[src/rtl/ctl_regfile_pkg.sv]
package ctl_regfile_pkg;

  localparam int IDX_W       = 6;
  localparam int DW          = 64;
  localparam int SLOT_W      = 5;
  localparam int NUM_SLOTS   = 1 << SLOT_W;
  localparam int NUM_SCRATCH = 8;
  localparam int OP_BASE     = 32;
  localparam int NUM_OPS     = 10;
  localparam int OP_W        = $clog2(NUM_OPS);

  localparam int IDX_BASE     = 8;
  localparam int IDX_TRAP_ENA = 9;
  localparam int IDX_TRAP_REQ = 10;
  localparam int IDX_PRIO     = 11;
  localparam int IDX_CUR_MODE = 12;
  localparam int IDX_ALT_MODE = 13;
  localparam int IDX_SOFT_REQ = 14;
  localparam int IDX_DC_MODE  = 15;
  localparam int IDX_MQ_MODE  = 16;
  localparam int IDX_ITB_ASN  = 17;
  localparam int IDX_DTB_ASN  = 18;
  localparam int IDX_IPT_BASE = 19;
  localparam int IDX_DPT_BASE = 20;
  localparam int IDX_CYCLE    = 21;
  localparam int IDX_PTE_STG  = 22;
  localparam int IDX_EXC_SUM  = 23;
  localparam int IDX_EXC_MASK = 24;
  localparam int IDX_INT_ID   = 25;
  localparam int IDX_MM_STAT  = 26;

  typedef enum logic [2:0] {
    K_NONE,
    K_RW,
    K_CLR,
    K_RO,
    K_WO
  } reg_kind_e;

  function automatic reg_kind_e kind_of(input int unsigned i);
    if (i < NUM_SCRATCH)                          return K_RW;
    if (i >= IDX_BASE && i <= IDX_PTE_STG)        return K_RW;
    if (i == IDX_EXC_SUM || i == IDX_EXC_MASK)    return K_CLR;
    if (i == IDX_INT_ID || i == IDX_MM_STAT)      return K_RO;
    if (i >= OP_BASE && i < OP_BASE + NUM_OPS)    return K_WO;
    return K_NONE;
  endfunction

  function automatic logic [DW-1:0] wmask_of(input int unsigned i);
    case (i)
      IDX_TRAP_ENA, IDX_TRAP_REQ: return 64'h0000_0000_0000_000f;
      IDX_PRIO:                   return 64'h0000_0000_0000_001f;
      IDX_CUR_MODE, IDX_ALT_MODE: return 64'h0000_0000_0000_0018;
      IDX_SOFT_REQ:               return 64'h0000_0000_0007_fff0;
      IDX_DC_MODE, IDX_MQ_MODE:   return 64'h0000_0000_0000_003f;
      IDX_ITB_ASN:                return 64'h0000_0000_0000_07f0;
      IDX_DTB_ASN:                return 64'hfe00_0000_0000_0000;
      IDX_IPT_BASE, IDX_DPT_BASE: return 64'hffff_ffff_c000_0000;
      default:                    return '1;
    endcase
  endfunction

  function automatic logic [DW-1:0] merge_live(input logic [DW-1:0] stored,
                                               input logic [DW-1:0] live,
                                               input logic [DW-1:0] live_mask);
    return (stored & ~live_mask) | (live & live_mask);
  endfunction

endpackage

[src/rtl/ctl_regfile_decode.sv]
module ctl_regfile_decode
  import ctl_regfile_pkg::*;
(
  input  logic [IDX_W-1:0] idx,
  output reg_kind_e        kind
);
  assign kind = kind_of(int'(idx));
endmodule

[src/rtl/ctl_regfile_counter.sv]
module ctl_regfile_counter #(
  parameter int CNT_W = 32
) (
  input  logic             clk,
  input  logic             rst_n,
  output logic [CNT_W-1:0] cnt
);
  always_ff @(posedge clk) begin
    if (!rst_n) cnt <= '0;
    else        cnt <= cnt + 1'b1;
  end

  AST_CNT_STEP: assert property (@(posedge clk) disable iff (!rst_n)
    $past(rst_n) |-> cnt == $past(cnt) + 1'b1);
endmodule

[src/rtl/ctl_regfile_opstrobe.sv]
module ctl_regfile_opstrobe #(
  parameter int NOPS  = 10,
  parameter int SEL_W = 4,
  parameter int DWID  = 64
) (
  input  logic            clk,
  input  logic            rst_n,
  input  logic            fire,
  input  logic [SEL_W-1:0] sel,
  input  logic [DWID-1:0] data,
  output logic [NOPS-1:0] strobe,
  output logic [DWID-1:0] data_q
);
  always_ff @(posedge clk) begin
    if (!rst_n) begin
      strobe <= '0;
      data_q <= '0;
    end else begin
      strobe <= fire ? (NOPS'(1) << sel) : '0;
      if (fire) data_q <= data;
    end
  end

  AST_STROBE_ONEHOT: assert property (@(posedge clk) disable iff (!rst_n)
    $onehot0(strobe));
  AST_STROBE_PULSE: assert property (@(posedge clk) disable iff (!rst_n)
    (|strobe) && !fire |=> strobe == '0);
endmodule

[src/rtl/ctl_regfile.sv]
module ctl_regfile
  import ctl_regfile_pkg::*;
#(
  parameter logic [63:0] BASE_RST = 64'h0000_0000_0040_0000,
  parameter int          CNT_W    = 32
) (
  input  logic        clk,
  input  logic        rst_n,
  input  logic        rd_en,
  input  logic [5:0]  rd_idx,
  input  logic        wr_en,
  input  logic [5:0]  wr_idx,
  input  logic [63:0] wr_data,
  input  logic [63:0] exc_sum_set,
  input  logic [63:0] exc_mask_set,
  input  logic [4:0]  int_id_in,
  input  logic [63:0] mm_stat_in,
  output logic        rd_valid,
  output logic [63:0] rd_data,
  output logic        rd_fault,
  output logic        wr_fault,
  output logic [9:0]  op_strobe,
  output logic [63:0] op_data
);
  localparam logic [DW-1:0] LIVE_MASK = (CNT_W >= DW) ? '1 : ((DW'(1) << CNT_W) - 1'b1);

  reg_kind_e rd_kind, wr_kind;
  logic [CNT_W-1:0] cyc_cnt;
  logic [DW-1:0] slot_q [NUM_SLOTS];

  ctl_regfile_decode u_rd_dec (.idx(rd_idx), .kind(rd_kind));
  ctl_regfile_decode u_wr_dec (.idx(wr_idx), .kind(wr_kind));

  ctl_regfile_counter #(.CNT_W(CNT_W)) u_cnt (
    .clk(clk), .rst_n(rst_n), .cnt(cyc_cnt)
  );

  // named events for the assertions and the strobe unit
  logic wr_illegal, rd_illegal, op_fire;
  assign wr_illegal = (wr_kind == K_RO) || (wr_kind == K_NONE);
  assign rd_illegal = (rd_kind == K_WO) || (rd_kind == K_NONE);
  assign op_fire    = wr_en && (wr_kind == K_WO);

  ctl_regfile_opstrobe #(.NOPS(NUM_OPS), .SEL_W(OP_W), .DWID(DW)) u_ops (
    .clk(clk), .rst_n(rst_n), .fire(op_fire),
    .sel(OP_W'(wr_idx - IDX_W'(OP_BASE))), .data(wr_data),
    .strobe(op_strobe), .data_q(op_data)
  );

  // storage slots, one variant per write rule
  for (genvar g = 0; g < NUM_SLOTS; g++) begin : g_slot
    localparam reg_kind_e       K     = kind_of(g);
    localparam logic [DW-1:0]   M     = wmask_of(g);
    localparam logic [DW-1:0]   RV    = (g == IDX_BASE) ? BASE_RST : '0;
    localparam logic [IDX_W-1:0] MY_IX = IDX_W'(g);
    logic [DW-1:0] q;
    if (K == K_RW) begin : g_rw
      always_ff @(posedge clk) begin
        if (!rst_n)                        q <= RV;
        else if (wr_en && wr_idx == MY_IX) q <= wr_data & M;
      end
    end else if (K == K_CLR) begin : g_clr
      logic [DW-1:0] set_v;
      if (g == IDX_EXC_SUM) begin : g_sum
        assign set_v = exc_sum_set;
      end else begin : g_msk
        assign set_v = exc_mask_set;
      end
      always_ff @(posedge clk) begin
        if (!rst_n) q <= '0;
        else        q <= ((wr_en && wr_idx == MY_IX) ? '0 : q) | set_v;
      end
    end else begin : g_none
      assign q = '0;
    end
    assign slot_q[g] = q;
  end

  // read mux
  logic [DW-1:0] rd_val_c;
  always_comb begin
    rd_val_c = '0;
    case (rd_kind)
      K_RW, K_CLR: begin
        if (int'(rd_idx) == IDX_CYCLE)
          rd_val_c = merge_live(slot_q[IDX_CYCLE], DW'(cyc_cnt), LIVE_MASK);
        else
          rd_val_c = slot_q[rd_idx[SLOT_W-1:0]];
      end
      K_RO: rd_val_c = (int'(rd_idx) == IDX_INT_ID) ? DW'(int_id_in) : mm_stat_in;
      default: rd_val_c = '0;
    endcase
  end

  always_ff @(posedge clk) begin
    if (!rst_n) begin
      rd_valid <= 1'b0;
      rd_data  <= '0;
      rd_fault <= 1'b0;
      wr_fault <= 1'b0;
    end else begin
      rd_valid <= rd_en;
      rd_data  <= rd_en ? rd_val_c : '0;
      rd_fault <= rd_en && rd_illegal;
      wr_fault <= wr_en && wr_illegal;
    end
  end

  AST_FAULT_READ_ZERO: assert property (@(posedge clk) disable iff (!rst_n)
    rd_valid && rd_fault |-> rd_data == '0);
  AST_READ_LATENCY: assert property (@(posedge clk) disable iff (!rst_n)
    rd_en |=> rd_valid);
  AST_CLEAR_ON_WRITE: assert property (@(posedge clk) disable iff (!rst_n)
    wr_en && int'(wr_idx) == IDX_EXC_SUM |=> slot_q[IDX_EXC_SUM] == $past(exc_sum_set));
  AST_RO_WRITE_FAULT: assert property (@(posedge clk) disable iff (!rst_n)
    wr_en && int'(wr_idx) == IDX_INT_ID |=> wr_fault);
  AST_PRIO_WIDTH: assert property (@(posedge clk) disable iff (!rst_n)
    slot_q[IDX_PRIO][DW-1:5] == '0);
  AST_STROBE_FROM_WRITE: assert property (@(posedge clk) disable iff (!rst_n)
    op_fire |=> op_strobe != '0 && !wr_fault);
endmodule

[config.mk]
export PLATFORM = sky130hd
export DESIGN_NAME = ctl_regfile
export DESIGN_NICKNAME = d
export VERILOG_FILES = /design/src/rtl/ctl_regfile_pkg.sv /design/src/rtl/ctl_regfile_decode.sv /design/src/rtl/ctl_regfile_counter.sv /design/src/rtl/ctl_regfile_opstrobe.sv /design/src/rtl/ctl_regfile.sv
export SDC_FILE = /design/constraint.sdc
export NUM_CORES = 2
export LEC_CHECK = 0
export ABC_AREA = 1
export BUFFER_PORTS_ARGS = -buffer_cell sky130_fd_sc_hd__buf_2
export CORE_UTILIZATION = 55
export DETAILED_ROUTE_END_ITERATION = 10
export PLACE_DENSITY = 0.75
export SYNTH_ARGS = -nofsm -noshare
export SYNTH_HDL_FRONTEND = slang
export SYNTH_SLANG_ARGS = --single-unit
[constraint.sdc]
create_clock -name clk -period 5.4 [get_ports clk]
set_input_delay 0.27 -clock clk [delete_from_list [all_inputs] [get_ports clk]]
set_output_delay 0.27 -clock clk [all_outputs]
set_load 0.005 [all_outputs]
# Yosys cells after proc, flatten, opt, wreduce, memory -nomap -nowiden
# Cells that the tools add are included.
totals:
  regBits: 1131
  in_bits: 277
  output_inout_bits: 141
  elab_cells: 190
classes:
  addsub: 2
  n_lt_le_gt_ge: 11
  eq_ne: 38
  n_shift: 1
  muxes: 58
  bitwise: 4
  reduce_logical: 44
op_table:
  columns: ["operator", "n"]
  rows:
  - ["two-way mux 64 bit", 6]
  - ["binary-select mux 64 bit (select 5 bit)", 1]
  - ["OR 64 bit", 2]
  - ["one-hot mux 64 bit (2 select lines)", 1]
  - ["== test 6 x 5 -> 1 bit, second input constant", 15]
  - ["OR 64 x 32 -> 64 bit", 1]
  - ["two-way mux 3 bit", 20]
  - ["== test 6 x 4 -> 1 bit, second input constant", 8]
  - ["adder 32 x 1 -> 32 bit, second input constant", 1]
  - ["logical AND 1 bit", 32]
  - ["two-way mux 1 bit", 30]
  - ["== test 6 x 3 -> 1 bit, second input constant", 4]
  - ["greater-or-equal comparator 6 bit, second input constant", 3]
  - ["== test 6 x 2 -> 1 bit, second input constant", 2]
  - ["== test 6 bit, second input constant", 2]
  - ["greater-or-equal comparator 6 x 4 -> 1 bit, second input constant", 2]
  - ["less-or-equal comparator 6 x 5 -> 1 bit, second input constant", 2]
  - ["< comparator 6 x 4 -> 1 bit, second input constant", 2]
  - ["< comparator 6 bit, second input constant", 2]
  - ["<< shifter 1 x 4 -> 10 bit, first input constant", 1]
  - ["== test 3 x 2 -> 1 bit, second input constant", 3]
  - ["== test 3 bit, second input constant", 2]
  - ["== test 6 x 1 -> 1 bit, second input constant", 1]
  - ["zero test 3 bit", 2]
  - ["7 further kinds", 13]

# Depth between registers and ports, before layout
logic_depth:
  depth_word: 21
  depth_mapped: 15
  mapped_depth_nobuf: 13

# Cells and area by module
# From an unflattened synthesis, not the netlist that was laid out.
unflattened:
  hier_cells: 6709
  hier_area_um2: 47738.3
by_module_without_submodules:
  columns: ["mod", "instances", "cells_each", "area_per_inst_um2", "seq_area_each_um2"]
  rows:
  - ["ctl_regfile", 1, 6110, 43335.3, 20519.7]
  - ["ctl_regfile_opstrobe", 1, 310, 2546.2, 1481.4]
  - ["ctl_regfile_counter", 1, 249, 1674.1, 640.6]
  - ["ctl_regfile_decode", 2, 20, 91.3, 0.0]

# Worst setup path before layout
# No wires, ideal clock.
synth_timing:
  path_type: "reg-to-reg"
  startpoint: "register u_cnt.cnt[0]"
  endpoint: "register u_cnt.cnt[24]"
  setup_time_ns: 0.115
  t_arrival_ns: 1.632
  t_required_ns: 5.285
  path_slack_ns: 3.654
  stages_incl_launch_ff: 12
  path_buffers: 0
  synth_period_minus_slack_ns: 1.746
  cell_sequence: "dfxtp_1 -> ha_1 -> nand3_1 -> nor2_1 -> nand2_1 -> nor2_2 -> nand2_1 -> nor2_2 -> nand2_1 -> clkinv_1 -> a21oi_1 -> o21a_1"
synth_via:
  elab_chain_cells: 1
synth_rtl:
  columns: ["item", "line_no", "rtl"]
  rows:
  - ["from (decl)", "ctl_regfile_counter.sv:6", "output logic [CNT_W-1:0] cnt"]
  - ["from (signal assigned)", "ctl_regfile_counter.sv:10", "else cnt <= cnt + 1'b1;"]
  - ["adder 32 x 1 -> 32 bit", "ctl_regfile_counter.sv:10", null]
# No other way between the ends.
# A chain may end at the register's enable or synchronous reset.

# Worst setup path after layout
layout_timing:
  startpoint: "input port wr_en"
  endpoint: "register g_slot[5].q[23]"
layout_via:
  elab_chain_cells: 1
layout_rtl:
  columns: ["item", "line_no", "rtl"]
  rows:
  - ["from (decl)", "ctl_regfile.sv:11", "input logic wr_en,"]
  - ["logical AND 1 bit", "ctl_regfile.sv:60", "else if (wr_en && wr_idx == MY_IX) q <= wr_data & M;"]
  - ["to (signal assigned)", "ctl_regfile.sv:60", null]
  - ["to (decl)", "ctl_regfile.sv:56", "logic [DW-1:0] q;"]
# No other way between the ends.

==> impl_metrics.csv <==
group,metric,value,unit
layout,area_growth,17.17,%
logic_synthesis,ys_seq_area_frac,0.4764,
logic_synthesis,synth_top_cell_by_area,"dfxtp_1",
floorplan,io-pin-count,418,
logic_synthesis,synth_area,0.04752,mm²
logic_synthesis,synth_top_family_by_area,"compound AO/OA/AOI/OAI gates",
placement,dp_hpwl,99100,µm
layout,nets,7283,
logic_synthesis,syn_nets,6993,
logic_synthesis,synth_area_leaders,"dfxtp_1 48%, o21ai_0 11%, nor2_1 11%, nand2_1 7.1%, a21oi_1 7.0%",
logic_synthesis,synth_compound_area_frac,0.2215,
timing,worst_clock_skew,0.02121,ns
global_route,global_route.overflow_total,0,
logic_synthesis,netlist_top_cells_count,"1,344 x nor2_1, 1,131 x dfxtp_1, 1,028 x o21ai_0, 893 x nand2_1, 668 x a21oi_1",
placement,postPlaceCellArea,0.04950,mm²
global_route,antenna_found_initial,7,
route,vias,47969,
route,ant_nets,0,
flow_run,cap_viol_max_count,0,
setup_path,cp_slowest_cell,"inv_2",
setup_path,critPathRequiredTime,6.02,ns
timing,finalCritPeriodShare,0.6018,
timing,hold_viol_final,0,
logic_synthesis,synth.most_common_cell,"nor2_1",
layout,multi_input_area,0.02068,mm²
outcome,status,"finished, final reports clean",
logic_synthesis,ys_ff_latch,1131,
clocking,htree_levels,3,
clocking,ctsResizeCount,0,
route,drc_errors,0,
clocking,cts.sinks,1131,
route,avgRoutedWirePerCell,20.94,µm
setup_path,path_max_fanout,52,
logic_synthesis,synth_xor_area_frac,0.0007372,
logic_synthesis,synth_edf_count,0,
clocking,insertion_delay,0.70,ns
timing,setup_ws,2.150,ns
timing,setup_tns,0,ns
floorplan,die_h,296.0,µm
route,routed_wl,172800,µm
global_route,grt_pass1_wl,260700,µm
logic_synthesis,syn_area_per_cell,7.077,µm²
global_route,grt_usage,0.3827,
floorplan,fp.coreArea,0.08541,mm²
logic_synthesis,synth-async-reset-ratio,0,
setup_path,critPathMostFrequentCell,"buf_4",
setup_path,setup.worst_path.end_class,"register",
layout,nFillCells,7453,
placement,post-place-ws,1.898,ns
setup_path,crit_type,"input pin to register",
floorplan,start_util,0.5564,
clocking,clk_path_buf_depth,3,
timing,fmax,0.3077,GHz
timing,timing.hold.ws,0.01920,ns
layout,final_area,0.05568,mm²
clocking,cts_tree,"yes",
floorplan,die_area,0.08759,mm²
clocking,clk_pin_slew,0.07,ns
power,p_per_area,331.4,mW/mm²
clocking,cts_buffers,115,
logic_synthesis,ys.flop_type,"dfxtp_1",
layout,regArea,0.02264,mm²
layout,drive_above_1_share,0.1103,
logic_synthesis,netlist_instances,6715,
power,leakagePower,23.34,nW
global_route,grt_max_degree,173,
min_path,min-delay-path-class,"input pin to register",
setup_path,start_kind,"input pin",
setup_path,arrival,3.87,ns
route,drt_iter0_drc,5188,
floorplan,die_w,296.0,µm
timing,relSlewSlack,0.1577,
timing,worstMarginPinSlew,1.262,ns
logic_synthesis,synth_mux_area_frac,0.001185,
setup_path,path_cells,"dlygate4sd3_1 > buf_2 > nand2_1 > nor2_4 > buf_4 > inv_2 > buf_4 > o21ai_0 > a21oi_1",
timing,rsz0062_at_grt,"no",
logic_synthesis,synthSimpleGateAreaFrac,0.2096,
route,firstDrtPassIters,8,
setup_path,max_stage_delay,0.90,ns
logic_synthesis,yosysWarnings,0,
timing,setup_viol,0,
setup_path,cp.buffers_inverters,5,
placement,io_buffers,417,
placement,gp_congestion,0.9265,
clocking,cts.root.buffer_cell,"clkbuf_16",
floorplan,fp-row-count,107,
power,peakVddDrop,0.3174,mV
route,vias_per_cell,5.812,
logic_synthesis,synth_fa_ha_area_frac,0.0002633,
timing,slew_viol_final,0,
logic_synthesis,synth_top_area_share,0.4764,
global_route,grt_pass1_vias,44956,
timing,fin_crit,3.250,ns
logic_synthesis,synth_cell_types,45,
setup_path,worst_path_dominant_cell_family,"buffers and inverters",
==> through the flow <==
step / util / total power, W / instances
2_1_floorplan: - / 0.009570 / 6715
3_3_place_gp: 0.5795 / 0.01010 / 7810
3_5_place_dp: 0.5795 / 0.01012 / 7810
4_1_cts: 0.6517 / 0.01843 / 8245
5_1_grt: 0.6518 / 0.01895 / 8250
6_report: 0.6519 / 0.01845 / 8253
==> state kept, by name (all words and copies together), names as in the netlist <==
signal	count
rd_valid	1
g_slot.q	958
wr_fault	1
u_ops.data_q	64
u_ops.strobe	10
rd_fault	1
rd_data	64
u_cnt.cnt	32
==> worst register-to-register path, cell delays in order (launching register included) <==
cell and delay (ns):
dfxtp_1 0.41, ha_1 0.22, nand3_1 0.17, nor2_1 0.26, nand2_1 0.19, nor2_2 0.25, nand2_1 0.13, nor2_2 0.17
nand2_1 0.10, clkinv_1 0.07, a21oi_1 0.05, o21a_1 0.14
==> placed cells by master, fill, tap and decap left out, types with 70 or more instances in the layout <==
master and count:
dfxtp_1 1131, o21ai_0 1028, buf_4 78, clkbuf_16 117, inv_1 477, nor2_1 1339
nand2_1 890, o21ai_1 74, dlygate4sd3_1 222, a21oi_1 668, o22ai_1 70, buf_2 415
nand3_1 140
==> power by group <==
group          total [W]  internal [W]  switching (W)
Clock            0.00832       0.00490        0.00342
Sequential       0.00857       0.00849      0.0000804
Combinational    0.00156      0.000516        0.00105
Total             0.0185        0.0139        0.00455
==> kinds of logic (layout without fill, tap and decap cells) <==
logic type	Yosys count	after routing
XOR/XNOR	4	4
multiplexers	5	5
flip-flops	1131	1131
AND/OR/NAND/NOR	2509	2509
other	0	8
adder cells (fa/ha/maj)	1	1
AO/OA/AOI/OAI	1990	1990
buffers and inverters	1075	1461
==> area by class of cell <==
cell class,count,share of cell area
Clock buffer,170,0.06083
Multi-Input combinational cell,4509,0.3714
Antenna cell,8,0.0003595
Timing Repair Buffer,720,0.08943
Tap cell,1144,0.02571
Inverter,528,0.03575
Sequential cell,1131,0.4066
Clock inverter,43,0.009932
==> layer usage <==
| metal | wire length (µm) | global-route usage | vias to the layer above |
|---|---|---|---|
| met5 | 10 | 0 | - |
| met4 | 9738 | 0.2135 | 2 |
| met3 | 18910 | 0.06760 | 623 |
| met2 | 77790 | 0.6148 | 2830 |
| met1 | 66370 | 0.4866 | 22102 |
| li1 | - | - | 22412 |
==> worst paths after layout <==
path | from | to | slack (ns) | cells past startpoint
worst max-delay path | wr_en | g_slot[5].q[23] | 2.15 | 9
worst max register to register | u_cnt.cnt[1] | u_cnt.cnt[24] | 3.14 | 11
worst min register to register | g_slot[8].q[39] | g_slot[8].q[39] | 0.45 | 2
worst min-delay path | int_id_in[0] | rd_data[0] | 0.02 | 4
==> repair_timing <==
action	CTS	global route
hold endpoints to repair	354	0
buffers inserted	0	0
endpoints found under the setup margin	0	0
hold buffers	222	0
No activity file was read; power rests on OpenSTA's default activity.
